$ cat src/rtl/fdl_pkg.sv
package fdl_pkg;
    typedef enum logic {
        ST_BOUND = 1'b0,
        ST_SHIFT = 1'b1
    } seq_state_t;
endpackage

$ cat src/rtl/fdl_hold_reg.sv
module fdl_hold_reg #(
    parameter int          W       = 8,
    parameter logic [W-1:0] RST_VAL = '0
) (
    input  logic         clk,
    input  logic         rst_n,
    input  logic         wr_en,
    input  logic [W-1:0] wr_data,
    output logic [W-1:0] q
);
    always_ff @(posedge clk or negedge rst_n) begin
        if (!rst_n)     q <= RST_VAL;
        else if (wr_en) q <= wr_data;
    end

    // the holding value changes only on a processor write
    a_r6_hold_stable: assert property (@(posedge clk) disable iff (!rst_n)
        !wr_en |=> $stable(q));
endmodule

$ cat src/rtl/fdl_evt_latch.sv
module fdl_evt_latch (
    input  logic clk,
    input  logic rst_n,
    input  logic set,
    input  logic clr,
    output logic q
);
    always_ff @(posedge clk or negedge rst_n) begin
        if (!rst_n)   q <= 1'b0;
        else if (set) q <= 1'b1;
        else if (clr) q <= 1'b0;
    end

    a_r4_set_visible: assert property (@(posedge clk) disable iff (!rst_n)
        set |=> q);
    a_r9_clear_works: assert property (@(posedge clk) disable iff (!rst_n)
        (clr && !set) |=> !q);
endmodule

$ cat src/rtl/fdl_tx_seq.sv
module fdl_tx_seq
    import fdl_pkg::*;
#(
    parameter int DATA_W = 8,
    parameter int SF_W   = 6
) (
    input  logic              clk,
    input  logic              rst_n,
    input  logic              adv,
    input  logic              sf_mode,
    input  logic [DATA_W-1:0] hold_val,
    output logic              cur_bit,
    output logic              unit_done
);
    localparam int CNT_W = $clog2(DATA_W);
    localparam logic [CNT_W-1:0] ESF_LAST = CNT_W'(DATA_W - 1);
    localparam logic [CNT_W-1:0] SF_LAST  = CNT_W'(SF_W - 1);

    seq_state_t        state_q, state_d;
    logic [DATA_W-1:0] shreg_q;
    logic [CNT_W-1:0]  cnt_q;
    logic [CNT_W-1:0]  last_q;
    logic              at_last;

    assign at_last = (cnt_q == last_q);

    // state register
    always_ff @(posedge clk or negedge rst_n) begin
        if (!rst_n) state_q <= ST_BOUND;
        else        state_q <= state_d;
    end

    // next state
    always_comb begin
        state_d = state_q;
        unique case (state_q)
            ST_BOUND: if (adv)            state_d = ST_SHIFT;
            ST_SHIFT: if (adv && at_last) state_d = ST_BOUND;
            default:                      state_d = ST_BOUND;
        endcase
    end

    // outputs
    always_comb begin
        cur_bit   = 1'b0;
        unit_done = 1'b0;
        unique case (state_q)
            ST_BOUND: cur_bit = hold_val[0];
            ST_SHIFT: begin
                cur_bit   = shreg_q[0];
                unit_done = adv && at_last;
            end
            default: cur_bit = 1'b0;
        endcase
    end

    // datapath
    always_ff @(posedge clk or negedge rst_n) begin
        if (!rst_n) begin
            shreg_q <= '0;
            cnt_q   <= '0;
            last_q  <= ESF_LAST;
        end else if (adv) begin
            if (state_q == ST_BOUND) begin
                shreg_q <= hold_val >> 1;
                cnt_q   <= CNT_W'(1);
                last_q  <= sf_mode ? SF_LAST : ESF_LAST;
            end else begin
                shreg_q <= shreg_q >> 1;
                cnt_q   <= cnt_q + 1'b1;
            end
        end
    end

    a_r2_no_advance: assert property (@(posedge clk) disable iff (!rst_n)
        !adv |=> ($stable(state_q) && $stable(cnt_q) && $stable(shreg_q)));
    a_r11_len_fixed: assert property (@(posedge clk) disable iff (!rst_n)
        (state_q == ST_SHIFT) |=> $stable(last_q));
    a_r3_cnt_bound: assert property (@(posedge clk) disable iff (!rst_n)
        (state_q == ST_SHIFT) |-> (cnt_q != '0 && cnt_q <= last_q));
endmodule

$ cat src/rtl/fdl_tx_buffer.sv
module fdl_tx_buffer #(
    parameter int DATA_W = 8,
    parameter int SF_W   = 6
) (
    input  logic              clk,
    input  logic              rst_n,
    input  logic              sf_mode,
    input  logic              src_sel,
    input  logic              alt_bit,
    input  logic              slot_stb,
    input  logic              wr_en,
    input  logic [DATA_W-1:0] wr_data,
    input  logic              stat_clr,
    input  logic              irq_mask,
    output logic              tx_bit,
    output logic              empty_stat,
    output logic              irq
);
    logic [DATA_W-1:0] hold_val;
    logic              adv;
    logic              cur_bit;
    logic              unit_done;

    assign adv = slot_stb && !src_sel;

    fdl_hold_reg #(.W(DATA_W), .RST_VAL('0)) u_hold (
        .clk(clk), .rst_n(rst_n), .wr_en(wr_en), .wr_data(wr_data), .q(hold_val)
    );

    fdl_tx_seq #(.DATA_W(DATA_W), .SF_W(SF_W)) u_seq (
        .clk(clk), .rst_n(rst_n), .adv(adv), .sf_mode(sf_mode),
        .hold_val(hold_val), .cur_bit(cur_bit), .unit_done(unit_done)
    );

    fdl_evt_latch u_empty (
        .clk(clk), .rst_n(rst_n), .set(unit_done), .clr(stat_clr), .q(empty_stat)
    );

    always_ff @(posedge clk or negedge rst_n) begin
        if (!rst_n)        tx_bit <= 1'b0;
        else if (slot_stb) tx_bit <= src_sel ? alt_bit : cur_bit;
    end

    assign irq = empty_stat && irq_mask;

    a_r2_alt_pass: assert property (@(posedge clk) disable iff (!rst_n)
        (slot_stb && src_sel) |=> (tx_bit == $past(alt_bit)));
    a_r2_alt_no_empty: assert property (@(posedge clk) disable iff (!rst_n)
        (src_sel && !empty_stat) |=> !empty_stat);
    a_r3_hold_bit: assert property (@(posedge clk) disable iff (!rst_n)
        !slot_stb |=> $stable(tx_bit));
endmodule

$ cat config.mk
export PLATFORM = sky130hd
export DESIGN_NAME = fdl_tx_buffer
export DESIGN_NICKNAME = d
export VERILOG_FILES = /design/src/rtl/fdl_pkg.sv /design/src/rtl/fdl_hold_reg.sv /design/src/rtl/fdl_evt_latch.sv /design/src/rtl/fdl_tx_seq.sv /design/src/rtl/fdl_tx_buffer.sv
export SDC_FILE = /design/constraint.sdc
export NUM_CORES = 1
export LEC_CHECK = 0
export BUFFER_PORTS_ARGS = -buffer_cell sky130_fd_sc_hd__buf_4
export CORE_ASPECT_RATIO = 0.75
export CORE_MARGIN = 8
export CORE_UTILIZATION = 25
export CTS_CLUSTER_DIAMETER = 200
export DETAILED_ROUTE_END_ITERATION = 12
export SLEW_MARGIN = 10
export SYNTH_ARGS = -nofsm -noshare
export SYNTH_HDL_FRONTEND = slang
export SYNTH_HIERARCHICAL = 1
export SYNTH_SLANG_ARGS = --single-unit
$ cat constraint.sdc
create_clock -name clk -period 1.2 [get_ports clk]
set_clock_uncertainty 0.1 [all_clocks]
set_input_delay 0.12 -clock clk [delete_from_list [all_inputs] [get_ports clk]]
set_output_delay 0.12 -clock clk [all_outputs]
set_load 0.1 [all_outputs]
-- Yosys cells after proc, flatten, opt, wreduce, memory -nomap -nowiden
Index checks and enable logic that the tools add are counted.
- $add $sub $neg: 1
- reduce and logical (&&, ||, !) cells: 6
- equal/unequal tests: 1
- mux-type cells: 11
- bitwise logic cells: 1
- operator list (operator ; count):
    7-bit 2-to-1 mux ; 1
    1-bit 2-to-1 mux ; 6
    1-bit one-hot mux with 2 select lines ; 2
    3-bit by 1-bit adder with 3-bit output (second input constant) ; 1
    3-bit equality test ; 1
    1-bit logical AND ; 3
    3-bit 2-to-1 mux ; 1
    2-bit 2-to-1 mux ; 1
    2-bit AND reduction ; 1
    2-bit nonzero test ; 1
    1-bit logical NOT ; 1
    1-bit inverter ; 1
- logic and storage cells: 27
- register bits after elaboration: 25

-- Logic depth before layout (Yosys ltp)
- depth in word-level cells: 5
- mapped depth: 4
- depth with buffers taken out: 4

-- By module
Netlist, hierarchy kept.
- by module, submodules not included (module ; cells each ; area an instance (um^2) ; times used ; seq. area each (um^2)):
    fdl_tx_seq ; 53 ; 576.8 ; 1 ; 301.5
    fdl_hold_reg ; 17 ; 331.6 ; 1 ; 200.2
    fdl_tx_buffer ; 6 ; 58.8 ; 1 ; 25.0
    fdl_evt_latch ; 3 ; 36.3 ; 1 ; 25.0

-- Least setup slack after synthesis
Ideal clock, no wire load.
- path kind: flip-flop to output port
- start point: register u_empty.q
- end point: output irq
- cell stages (with the launch flop): 2
- path buffers: 0
- arrival: 1777 ps
- path slack: -797 ps
- cells stage by stage: dfrtp_1 and2_1
- longest elaborated chain between the ends: 1
- RTL lines (what ; RTL line ; RTL):
    from (decl) ; fdl_evt_latch.sv:6 ; output logic q
    from (signal assigned) ; fdl_evt_latch.sv:9 ; if (!rst_n) q <= 1'b0;
    from (signal assigned) ; fdl_evt_latch.sv:10 ; else if (set) q <= 1'b1;
    from (signal assigned) ; fdl_evt_latch.sv:11 ; else if (clr) q <= 1'b0;
    1-bit logical AND ; fdl_tx_buffer.sv:44 ; assign irq = empty_stat && irq_mask;
    to (decl) ; fdl_tx_buffer.sv:17 ; output logic irq
No other way between the ends.

-- Worst setup path after layout
Ends and elaborated chain as after synthesis.

==> run summary <==
Die width: 89.2 um
Crit start category: register
Antenna-violating nets left: 0
Switch share: 34.3%
Post-synth ARST share: 100%
CTS tree: done
Final Max Tran Viols: 0
Vias in the first global route: 736
Fill count: 412
Via count: 684
Final #Nets: 132
Required time of the worst setup path: 0.98 ns
Commonest non-fill, non-tap cell in the layout: buf_4
ANT cells: 0
Die height: 70.9 um
Mapped Area: 1000 um2
Clk slew on worst S/H paths: 0.08 ns
Pwr dens: 1880 nW/um2
Most frequent cells in the layout: 21 x buf_4, 18 x dfrtp_1, 11 x dlygate4sd3_1
Worst Path Max Fanout: 3
Area of the multi-input gates: 397 um2
Flop pwr share: 43.4%
Setup ws final: -0.0714 ns
Initial antenna violation count: 0
Root Buffer: clkbuf_8
XOR/XNOR Fraction of Synth Area: 0.873%
RSZ-0062 raised after global routing: yes
Seq/Total Area, Yosys: 55.0%
Count of input and output buffers: 19
R2R depth: 3
Core region area: 3950 um2
Worst slew pin tran: 0.276 ns
Final Hold Viols: 0
Layout cells sized above 1: 37.2%
CP peak stage delay: 0.49 ns
Failing checks: negative setup slack
# IOs: 20
DP HPWL: 1430 um
Worst min-delay path startpoint: stat_clr
Slowest CP cell: dfrtp_4
Clock share of power: 19.7%
Simple-gate share of the synthesized area: 7.86%
NetSw: 901 uW
Worst-case hold path end point: u_empty/q
Post-CTS Setup Bufs: 0
Non-filler cells, final: 168
CTS H-tree depth: 1
Hold Crit Class: in -> reg
DRC: 0
Syn_nets: 97
Clock Tree Buf Depth: 2
Max Fclk: 787 MHz
Grt total ovfl: 0
Post-synth top area share: 52.4%
VDD IR-drop max: 0.00102 V
Tmin final: 1.27 ns
Synth-to-layout area growth: 39.5%
DR pass1 iterations: 4
Main synth FF type: dfrtp_1
Routed WL: 1930 um
Combinational power share: 36.9%
Post-synthesis mux area share: 21.1%
Fin Hold WS: 0.0290 ns
Largest net degree at the start of global routing: 23
First-pass GRT wire length: 3250 um
Vias/cell: 4.07
Routability cong.: 0.669
Cell taking the most area after synthesis: dfrtp_1
CTS Buf Count: 3
GR Util All Layers: 6.52%
Seq. cell area: 558 um2
Final instance area: 1400 um2
Main combinational cell family by area after synthesis: multiplexers
FF-to-FF Start: u_seq/state_q
Synth Area in Compound Gates: 7.86%
Clk_lat worst skew: 0.26 ns
EDFF count, synth: 0
Top cells by area, synth: dfrtp_1 52%, mux2_4 12%, mux2i_1 8.0%
Placed cells: 153
Arr. time, crit path: 1.05 ns
Cell Chain, Critical Path: and2_4 > buf_12
Status: complete, but fails checks
Initial core utilization: 25.4%
R2R Path End: tx_bit
Total Power: 2.63 mW
Site Rows: 20
Routed length per placed instance: 11.5 um
Post-Synthesis Cells: 79
Max_slew headroom: 81.6%
Adder-Cell Fraction of Synth Area: 1.25%
Setup-failing EPs final: 2
Setup WS pre-CTS: 0.0468 ns
Post-DP Area: 1210 um2
Mapped Avg Cell Area: 12.7 um2
First DRT Iteration DRCs: 40
Critical path type: reg -> out
Leakage: 0.682 nW
Fin crit share: 106%
Worst Setup End Kind: output pin
Internal: 1.73 mW
Total die area: 6320 um2
Netlist cell types: 25
Register bit count reported by yosys: 22
Reg2Reg Setup Slack: 0.04 ns
Hold Path Depth: 3
Max Cap Viol: 0
Sink Count: 22
Synthesis Warnings: 6
## final cells by class
| cell class | instances | share of cell area [%] |
|---|---|---|
| clock buffer | 4 | 3.93 |
| inverter | 6 | 1.61 |
| multi-input combinational | 47 | 28.3 |
| sequential | 22 | 39.9 |
| tap | 55 | 4.92 |
| timing repair buffer | 34 | 21.4 |
## kinds of logic (layout without fill, tap and decap cells)
group                    count (synthesis)  in the layout
adder cells (fa/ha/maj)                  1              1
buffers and inverters                   10             44
flip-flops                              22             22
AO/OA/AOI/OAI                           13             13
XOR/XNOR                                 1              1
AND/OR/NAND/NOR                         15             15
multiplexers                            17             17
## what timing repair did
action,in CTS,in global routing
pin swaps,1,0
endpoints found under the setup margin,2,4
hold endpoints to repair,32,0
hold buffers,11,0
resized for setup,3,3
## flip-flops by register name, indices dropped and copies added (netlist names)
name           flops
tx_bit             1
u_empty/q          1
u_hold/q           8
u_seq/cnt_q        3
u_seq/last_q       1
u_seq/shreg_q      7
u_seq/state_q      1
## stage by stage
stage               TNS [ns]  util, %
global route          -0.145     35.4
floorplan           -0.00577        -
global placement           0     30.7
CTS                   -0.102     35.2
detailed placement         0     30.7
finish               -0.0738     35.4
## worst max-delay path: cells and delay by family, from the launching register on
kind / cells / cell delay [ns]
buffers and inverters: 1 / 0.16
flip-flops: 1 / 0.49
AND/OR/NAND/NOR: 1 / 0.15
## power by group through the flow
stage / clock (mW) / sequential [mW] / combinational [mW]
floorplan: 0 / 1.27 / 0.548
global placement: 0 / 1.13 / 0.877
detailed placement: 0 / 1.14 / 0.901
CTS: 0.532 / 1.14 / 0.950
global route: 0.563 / 1.17 / 1.04
finish: 0.517 / 1.14 / 0.971
## cell usage after synthesis (2+ instances only)
library cell / instances
mux2i_1: 8
dfrtp_1: 21
mux2_4: 8
inv_1: 6
nor2_1: 7
buf_6: 3
a21oi_1: 7
nand3_1: 2
## layer usage
| layer | part of all wire (%) | GRT usage (%) | wire [um] |
|---|---|---|---|
| met1 | 52 | 8.40 | 997 |
| met2 | 42 | 9.60 | 804 |
| met3 | 6.7 | 3.59 | 130 |
| met4 | 0 | 0.551 | 0 |
| met5 | 0 | 0 | 0 |
## how the worst max path moves through the flow
stage / endpoint / cells after the start / from
floorplan: irq / 1 / u_empty/q
global placement: tx_bit / 3 / u_seq/state_q
detailed placement: tx_bit / 3 / u_seq/state_q
CTS: irq / 2 / u_empty/q
global route: irq / 2 / u_empty/q
finish: irq / 2 / u_empty/q
Power figures use the tool's default switching activity.
